===== src/rtl/sha1_wsched_pkg.sv =====
package sha1_wsched_pkg;
  localparam int NUM_TAPS = 4;
  // Lags behind round t used by the expansion (t-3, t-8, t-14, t-16)
  localparam int TAP_LAG [NUM_TAPS] = '{3, 8, 14, 16};

  function automatic logic [31:0] rotl1_32(input logic [31:0] x);
    return {x[30:0], x[31]};
  endfunction
endpackage


===== src/rtl/sha1_wsched_ctr.sv =====
module sha1_wsched_ctr #(
  parameter int WIN    = 16,
  parameter int ROUNDS = 80,
  localparam int CNT_W = $clog2(ROUNDS + 1)
) (
  input  logic             clk,
  input  logic             rst_n,
  input  logic             init_i,
  input  logic             next_i,
  output logic [CNT_W-1:0] rnd_o,
  output logic             active_o,
  output logic             loading_o
);
  logic [CNT_W-1:0] rnd_q;

  always_ff @(posedge clk or negedge rst_n) begin
    if (!rst_n)                   rnd_q <= CNT_W'(ROUNDS);
    else if (init_i)              rnd_q <= '0;
    else if (next_i && active_o)  rnd_q <= rnd_q + 1'b1;
  end

  assign active_o  = (rnd_q < CNT_W'(ROUNDS));
  assign loading_o = (rnd_q < CNT_W'(WIN));
  assign rnd_o     = rnd_q;
endmodule


===== src/rtl/sha1_wsched_win.sv =====
module sha1_wsched_win #(
  parameter int WORD_W = 32,
  parameter int WIN    = 16,
  localparam int BLOCK_W = WORD_W * WIN
) (
  input  logic                       clk,
  input  logic                       rst_n,
  input  logic                       load_i,
  input  logic                       shift_i,
  input  logic [BLOCK_W-1:0]         block_i,
  input  logic [WORD_W-1:0]          new_word_i,
  output logic [WIN-1:0][WORD_W-1:0] win_o
);
  for (genvar i = 0; i < WIN; i++) begin : g_slot
    logic [WORD_W-1:0] slot_q;
    logic [WORD_W-1:0] shift_in;
    if (i == WIN - 1) begin : g_top
      assign shift_in = new_word_i;
    end else begin : g_mid
      assign shift_in = win_o[i+1];
    end
    always_ff @(posedge clk or negedge rst_n) begin
      if (!rst_n)       slot_q <= '0;
      else if (load_i)  slot_q <= block_i[BLOCK_W-1-i*WORD_W -: WORD_W];
      else if (shift_i) slot_q <= shift_in;
    end
    assign win_o[i] = slot_q;
  end
endmodule


===== src/rtl/sha1_wsched_mix.sv =====
module sha1_wsched_mix
  import sha1_wsched_pkg::*;
#(
  parameter int WORD_W = 32
) (
  input  logic [NUM_TAPS-1:0][WORD_W-1:0] taps_i,
  output logic [WORD_W-1:0]               word_o
);
  logic [WORD_W-1:0] acc;
  always_comb begin
    acc = '0;
    for (int k = 0; k < NUM_TAPS; k++) acc = acc ^ taps_i[k];
  end
  assign word_o = {acc[WORD_W-2:0], acc[WORD_W-1]};
endmodule


===== src/rtl/sha1_wsched.sv =====
module sha1_wsched
  import sha1_wsched_pkg::*;
#(
  parameter int WORD_W = 32,
  parameter int WIN    = 16,
  parameter int ROUNDS = 80,
  localparam int BLOCK_W = WORD_W * WIN,
  localparam int CNT_W   = $clog2(ROUNDS + 1),
  localparam int IDX_W   = $clog2(WIN)
) (
  input  logic               clk,
  input  logic               rst_n,
  input  logic               init_i,
  input  logic               next_i,
  input  logic [BLOCK_W-1:0] block_i,
  output logic [WORD_W-1:0]  w_o
);
  logic [CNT_W-1:0]                rnd_q;
  logic                            active;
  logic                            loading;
  logic                            shift_en;
  logic [WIN-1:0][WORD_W-1:0]      win_q;
  logic [NUM_TAPS-1:0][WORD_W-1:0] taps;
  logic [WORD_W-1:0]               exp_word;

  sha1_wsched_ctr #(.WIN(WIN), .ROUNDS(ROUNDS)) u_ctr (
    .clk(clk), .rst_n(rst_n), .init_i(init_i), .next_i(next_i),
    .rnd_o(rnd_q), .active_o(active), .loading_o(loading)
  );

  assign shift_en = next_i && !init_i && active && !loading;

  sha1_wsched_win #(.WORD_W(WORD_W), .WIN(WIN)) u_win (
    .clk(clk), .rst_n(rst_n), .load_i(init_i), .shift_i(shift_en),
    .block_i(block_i), .new_word_i(exp_word), .win_o(win_q)
  );

  // Window is oldest-first: slot WIN-lag holds W[t-lag]
  for (genvar k = 0; k < NUM_TAPS; k++) begin : g_tap
    assign taps[k] = win_q[WIN - TAP_LAG[k]];
  end

  sha1_wsched_mix #(.WORD_W(WORD_W)) u_mix (.taps_i(taps), .word_o(exp_word));

  always_comb begin
    if (!active)      w_o = '0;
    else if (loading) w_o = win_q[rnd_q[IDX_W-1:0]];
    else              w_o = exp_word;
  end
endmodule


===== config.mk =====
export PLATFORM = sky130hd
export DESIGN_NAME = sha1_wsched
export DESIGN_NICKNAME = d
export VERILOG_FILES = /design/src/rtl/sha1_wsched_pkg.sv /design/src/rtl/sha1_wsched_ctr.sv /design/src/rtl/sha1_wsched_win.sv /design/src/rtl/sha1_wsched_mix.sv /design/src/rtl/sha1_wsched.sv
export SDC_FILE = /design/constraint.sdc
export NUM_CORES = 1
export LEC_CHECK = 0
export BUFFER_PORTS_ARGS = -buffer_cell sky130_fd_sc_hd__buf_2
export CORE_UTILIZATION = 55
export CTS_BUF_LIST = sky130_fd_sc_hd__clkbuf_4
export DETAILED_ROUTE_END_ITERATION = 16
export GPL_TIMING_DRIVEN = 1
export PLACE_DENSITY = 0.8
export SETUP_SLACK_MARGIN = 0.02
export SYNTH_ARGS = -nofsm -noshare
export SYNTH_HDL_FRONTEND = slang
export SYNTH_SLANG_ARGS = --single-unit

===== constraint.sdc =====
create_clock -name clk -period 3.7 [get_ports clk]
set_input_delay 0.185 -clock clk [delete_from_list [all_inputs] [get_ports clk]]
set_output_delay 0.185 -clock clk [all_outputs]
set_load 0.02 [all_outputs]

==> results of run 1 <==
[cells by family after synthesis]
family,count (synthesis),synth area share [%]
flip-flops,519,45.3
buffers and inverters,232,3.59
adder cells (fa/ha/maj),1,0.0436
AND/OR/NAND/NOR,570,7.72
AO/OA/AOI/OAI,645,12.9
multiplexers,707,27.4
XOR/XNOR,101,3.09
[metrics by stage]
step / worst slack (ps) / instances / utilization [%] / cell area, um2 / hold slack [ps]
floorplan: 1670 / 2775 / - / 28700 / -111
global placement: 1160 / 3813 / 61.9 / 31800 / 302
detailed placement: 1100 / 3813 / 61.9 / 31800 / 311
[synthesized netlist by cell type, types with 2 or more instances]
| master | instances |
|---|---|
| a211oi_1 | 30 |
| a21o_1 | 30 |
| a22o_1 | 2 |
| a22oi_1 | 64 |
| and2_1 | 3 |
| and3_1 | 3 |
| buf_1 | 22 |
| buf_2 | 75 |
| buf_4 | 13 |
| buf_6 | 2 |
| clkbuf_1 | 119 |
| dfrtp_1 | 517 |
| dfstp_2 | 2 |
| mux2i_1 | 645 |
| mux4_2 | 62 |
| nand2_1 | 486 |
| nand3_1 | 34 |
| nor2_1 | 38 |
| nor2b_1 | 2 |
| nor3_1 | 2 |
| o21ai_0 | 383 |
| o21ai_1 | 100 |
| o221ai_1 | 30 |
| xnor2_1 | 94 |
| xor2_1 | 7 |
==> run_results.csv, run 1 <==
group,metric,value,unit
run_status,status,"stopped before the end",
run_status,stop_stage,"clock tree synthesis",
run_status,error,"[ERROR RSZ-0060] Max buffer count reached.",
clocking,numCtsBuffers,143,
logic_synthesis,ys_seq_elements,519,
logic_synthesis,postSynthAreaPerCell,10.3,um2
die,rows,83,
clocking,cts_root_buf,"clkbuf_4",
clocking,cts_resized,1,
die,die_h,230,um
clocking,ctsHoldBuffers,814,
logic_synthesis,synth-edff-count,0,
logic_synthesis,synth_area_leader_cell,"dfrtp_1",
clocking,max-clock-path-buffers,3,
placed_design,gp_congestion,0.989,
logic_synthesis,synthFlopType,"dfrtp_1",
logic_synthesis,synth_nets,3292,
die,die_x,230,um
logic_synthesis,synth_area_leaders,"dfrtp_1 45%, mux2i_1 23%, o21ai_0 6.7%",
clocking,cts_setup_buffers,1,
logic_synthesis,yosys.cell_types.count,35,
clocking,clkSinkCount,519,
die,start_util,55.8,%
die,boundaryPins,548,
logic_synthesis,syn-cell-area,28700,um2
clocking,htreeDepth,4,
placed_design,post-dp-hpwl,70900,um
logic_synthesis,syn_inst,2775,
logic_synthesis,synth_top_area_share,45.1,%
logic_synthesis,synthArstFlopShare,100,%
logic_synthesis,ys.warnings.count,0,
logic_synthesis,ys_seq_area_share,45.3,%
placed_design,portBuffers,547,
==> inputs of run 2 (changes only) <==
--- a/config.mk
+++ b/config.mk
@@ -6,12 +6,10 @@
 export NUM_CORES = 1
 export LEC_CHECK = 0
 export BUFFER_PORTS_ARGS = -buffer_cell sky130_fd_sc_hd__buf_2
-export CORE_UTILIZATION = 55
-export CTS_BUF_LIST = sky130_fd_sc_hd__clkbuf_4
+export CORE_UTILIZATION = 40
 export DETAILED_ROUTE_END_ITERATION = 16
 export GPL_TIMING_DRIVEN = 1
-export PLACE_DENSITY = 0.8
-export SETUP_SLACK_MARGIN = 0.02
+export PLACE_DENSITY_LB_ADDON = 0.15
 export SYNTH_ARGS = -nofsm -noshare
 export SYNTH_HDL_FRONTEND = slang
 export SYNTH_SLANG_ARGS = --single-unit
==> run 2 against run 1 <==
  * The run now ends clean
  * Synthesized cell count stayed put
  * Synthesized area did not move
==> run_results.csv, run 2 <==
group,metric,value,unit
pwr,switching_share,31.7,%
clocking,clkLatencyLatePin,640,ps
timing,slew_headroom,35.4,%
clocking,cts_root_buf,"clkbuf_16",
timing,fin_crit,3400,ps
die,core_region_area,70500,um2
detailed_routing,routed_wl,106000,um
clocking,max-clock-path-buffers,3,
clocking,cts_tree,"done",
logic_synthesis,synthFlopType,"dfrtp_1",
clocking,cts_resized,0,
pwr,peakVddDrop,0.000362,V
pwr,p_leak,18.0,nW
die,die_h,270,um
pwr,pwr-share-clk,34.1,%
layout,register_area,13000,um2
critical_path,reg2regPathDepth,6,
global_routing,use_met1,43.9,%
logic_synthesis,synth_nets,3292,
layout,num-fill-cells,6144,
global_routing,grt_max_degree,234,
global_routing,grt_use_met3,4.84,%
detailed_routing,drt-vias-per-instance,5.39,
critical_path,crit_fanout,40,
logic_synthesis,synth_top_area_share,45.1,%
critical_path,cp.arrival,3220,ps
detailed_routing,final_antenna_net_count,0,
detailed_routing,vias,25400,
placed_design,portBuffers,547,
timing,setup_violations,0,
timing,fin_hold_ws,54.2,ps
die,rows,97,
detailed_routing,first_pass_iters,5,
timing,finalMaxSlewViolations,0,
critical_path,end_kind,"output pin",
detailed_routing,post_drt_wl_per_cell,22.5,um
critical_path,cp.required,3510,ps
logic_synthesis,synth_area_leader_cell,"dfrtp_1",
critical_path,rr_endpoint,"u_win.g_slot[14].shift_in[23]",
detailed_routing,drtIter0Drc,2723,
logic_synthesis,synth_area_leaders,"dfrtp_1 45%, mux2i_1 23%, o21ai_0 6.7%",
global_routing,met2_usage,41.1,%
placed_design,placed_area,32200,um2
logic_synthesis,ys_seq_area_share,45.3,%
pwr,combPwrFrac,23.5,%
timing,finalHoldViolations,0,
global_routing,grtUsageTotal,28.7,%
critical_path,r2r_setup_slack,1140,ps
logic_synthesis,ys.warnings.count,0,
pwr,total_power,17.5,mW
clocking,clkSinkCount,519,
detailed_routing,route.detailed.drc,0,
logic_synthesis,synth_most_common_cell,"mux2i_1",
critical_path,rr_startpoint,"u_ctr.rnd_o[5]",
logic_synthesis,synthTopCellsByCount,"645 x mux2i_1, 517 x dfrtp_1, 486 x nand2_1, 383 x o21ai_0, 119 x clkbuf_1",
timing,setup_slack,299,ps
timing,worst_pin_slew,962,ps
critical_path,startpoint_type,"flip-flop",
placed_design,place_inst,4080,
hold_path,holdPathEnd,"u_win.g_slot[14].shift_in[24]",
clocking,clk_pin_slew,60,ps
clocking,numCtsBuffers,60,
logic_synthesis,syn_inst,2775,
logic_synthesis,ys_seq_elements,519,
hold_path,hp-class,"in2reg",
die,boundaryPins,548,
placed_design,gp_congestion,0.983,
placed_design,post-dp-hpwl,75400,um
hold_path,min_path_cells,4,
layout,nets,4223,
hold_path,min_from,"block_i[24]",
timing,min_period_over_period,91.9,%
die,die_x,270,um
global_routing,grt.overflow.total,0,
global_routing,antenna_found_initial,20,
die,start_util,40.7,%
layout,syn2layout_area_growth,36.9,%
timing,clock.fmax,294,MHz
flow_run,cap_violations,0,
logic_synthesis,synthArstFlopShare,100,%
layout,layout.cells.most_common,"mux2i_1",
layout,stdcell_area,39200,um2
run_status,status,"finished clean",
layout,largest_reg_flops,448,
timing,rsz0062_at_grt,"no",
pwr,switchingPower,5.57,mW
global_routing,grt_busiest_layer,"met1",
global_routing,grt_pass1_wl,159000,um
logic_synthesis,syn-cell-area,28700,um2
logic_synthesis,postSynthAreaPerCell,10.3,um2
logic_synthesis,yosys.cell_types.count,35,
timing,fin_skew,26.6,ps
layout,instances_no_fill,4707,
layout,final_cell_mix,"645 x mux2i_1, 545 x buf_2, 514 x dfrtp_1, 504 x dlygate4sd3_1, 486 x nand2_1",
pwr,seqPwrFrac,42.4,%
timing,fin_tns_setup,0,ps
global_routing,grt_pass1_vias,25200,
placed_design,dpl_worst_slack,1040,ps
critical_path,crit_type,"reg2out",
clocking,cts_setup_buffers,0,
clocking,htreeDepth,2,
layout,fin_util,55.6,%
logic_synthesis,synth-edff-count,0,
layout,multi_input_area,14700,um2
pwr,internal-power,12.0,mW
die,design.die.area,72800,um2
pwr,cellPowerDensity,447,nW/um2
layout,drive_gt1_share,20.4,%
[run 2: cell counts after synthesis]
Identical to the previous run, type by type.
[run 2: how the worst max path moves through the flow]
stage | slack, ps | to | cells past startpoint | startpoint
6_report | 300 | w_o[8] | 5 | u_ctr.rnd_o[2]
5_1_grt | 260 | w_o[8] | 5 | u_ctr.rnd_o[2]
4_1_cts | 350 | w_o[16] | 5 | u_ctr.rnd_o[2]
3_5_place_dp | 1040 | w_o[16] | 5 | u_ctr.rnd_o[2]
3_3_place_gp | 1030 | w_o[16] | 5 | u_ctr.rnd_o[2]
2_1_floorplan | 1670 | w_o[10] | 8 | u_ctr.rnd_o[0]
[run 2: routing by layer]
metal	share of wire (%)	vias to the layer above
li1	-	11800
met1	48	12400
met2	43	1005
met3	6.9	170
met4	2.8	6
met5	0.039	-
[run 2: final cells by class]
cell class                      count  share of cell area (%)
Multi-Input combinational cell   2024                    37.4
Sequential cell                   519                    33.1
Timing Repair Buffer             1100                    21.4
Clock buffer                       87                    4.52
Tap cell                          940                    3.00
Clock inverter                     18                   0.472
Antenna cell                       18                   0.115
Inverter                            1                 0.00957
[run 2: timing repair]
item / in CTS / in global routing
endpoints found under the setup margin: 0 / 0
hold buffers: 504 / 0
hold endpoints to repair: 603 / 0
[run 2: logic make-up after synthesis]
| family | share of synthesized area (%) |
|---|---|
| buffers and inverters | 3.59 |
| adders and majority gates | 0.0436 |
| muxes | 27.4 |
| xor gates and xnor gates | 3.09 |
| AOI/OAI and AO/OA | 12.9 |
| and+or+nand+nor | 7.72 |
| DFF | 45.3 |
[run 2: power by group through the flow]
stage	logic (mW)	clock network, mW	registers [mW]
CTS	4.07	6.09	7.38
global route	4.46	6.32	7.51
floorplan	2.45	0	7.04
finish	4.11	5.98	7.44
global placement	3.53	0	7.45
detailed placement	3.60	0	7.47
[run 2: worst max-delay path: stages (launching register included)]
cell and delay [ps]:
dfrtp_4 860, buf_4 530, mux4_2 400, mux2i_1 370, o221ai_1 180, buf_2 190
No activity file was read; power rests on OpenSTA's default activity.
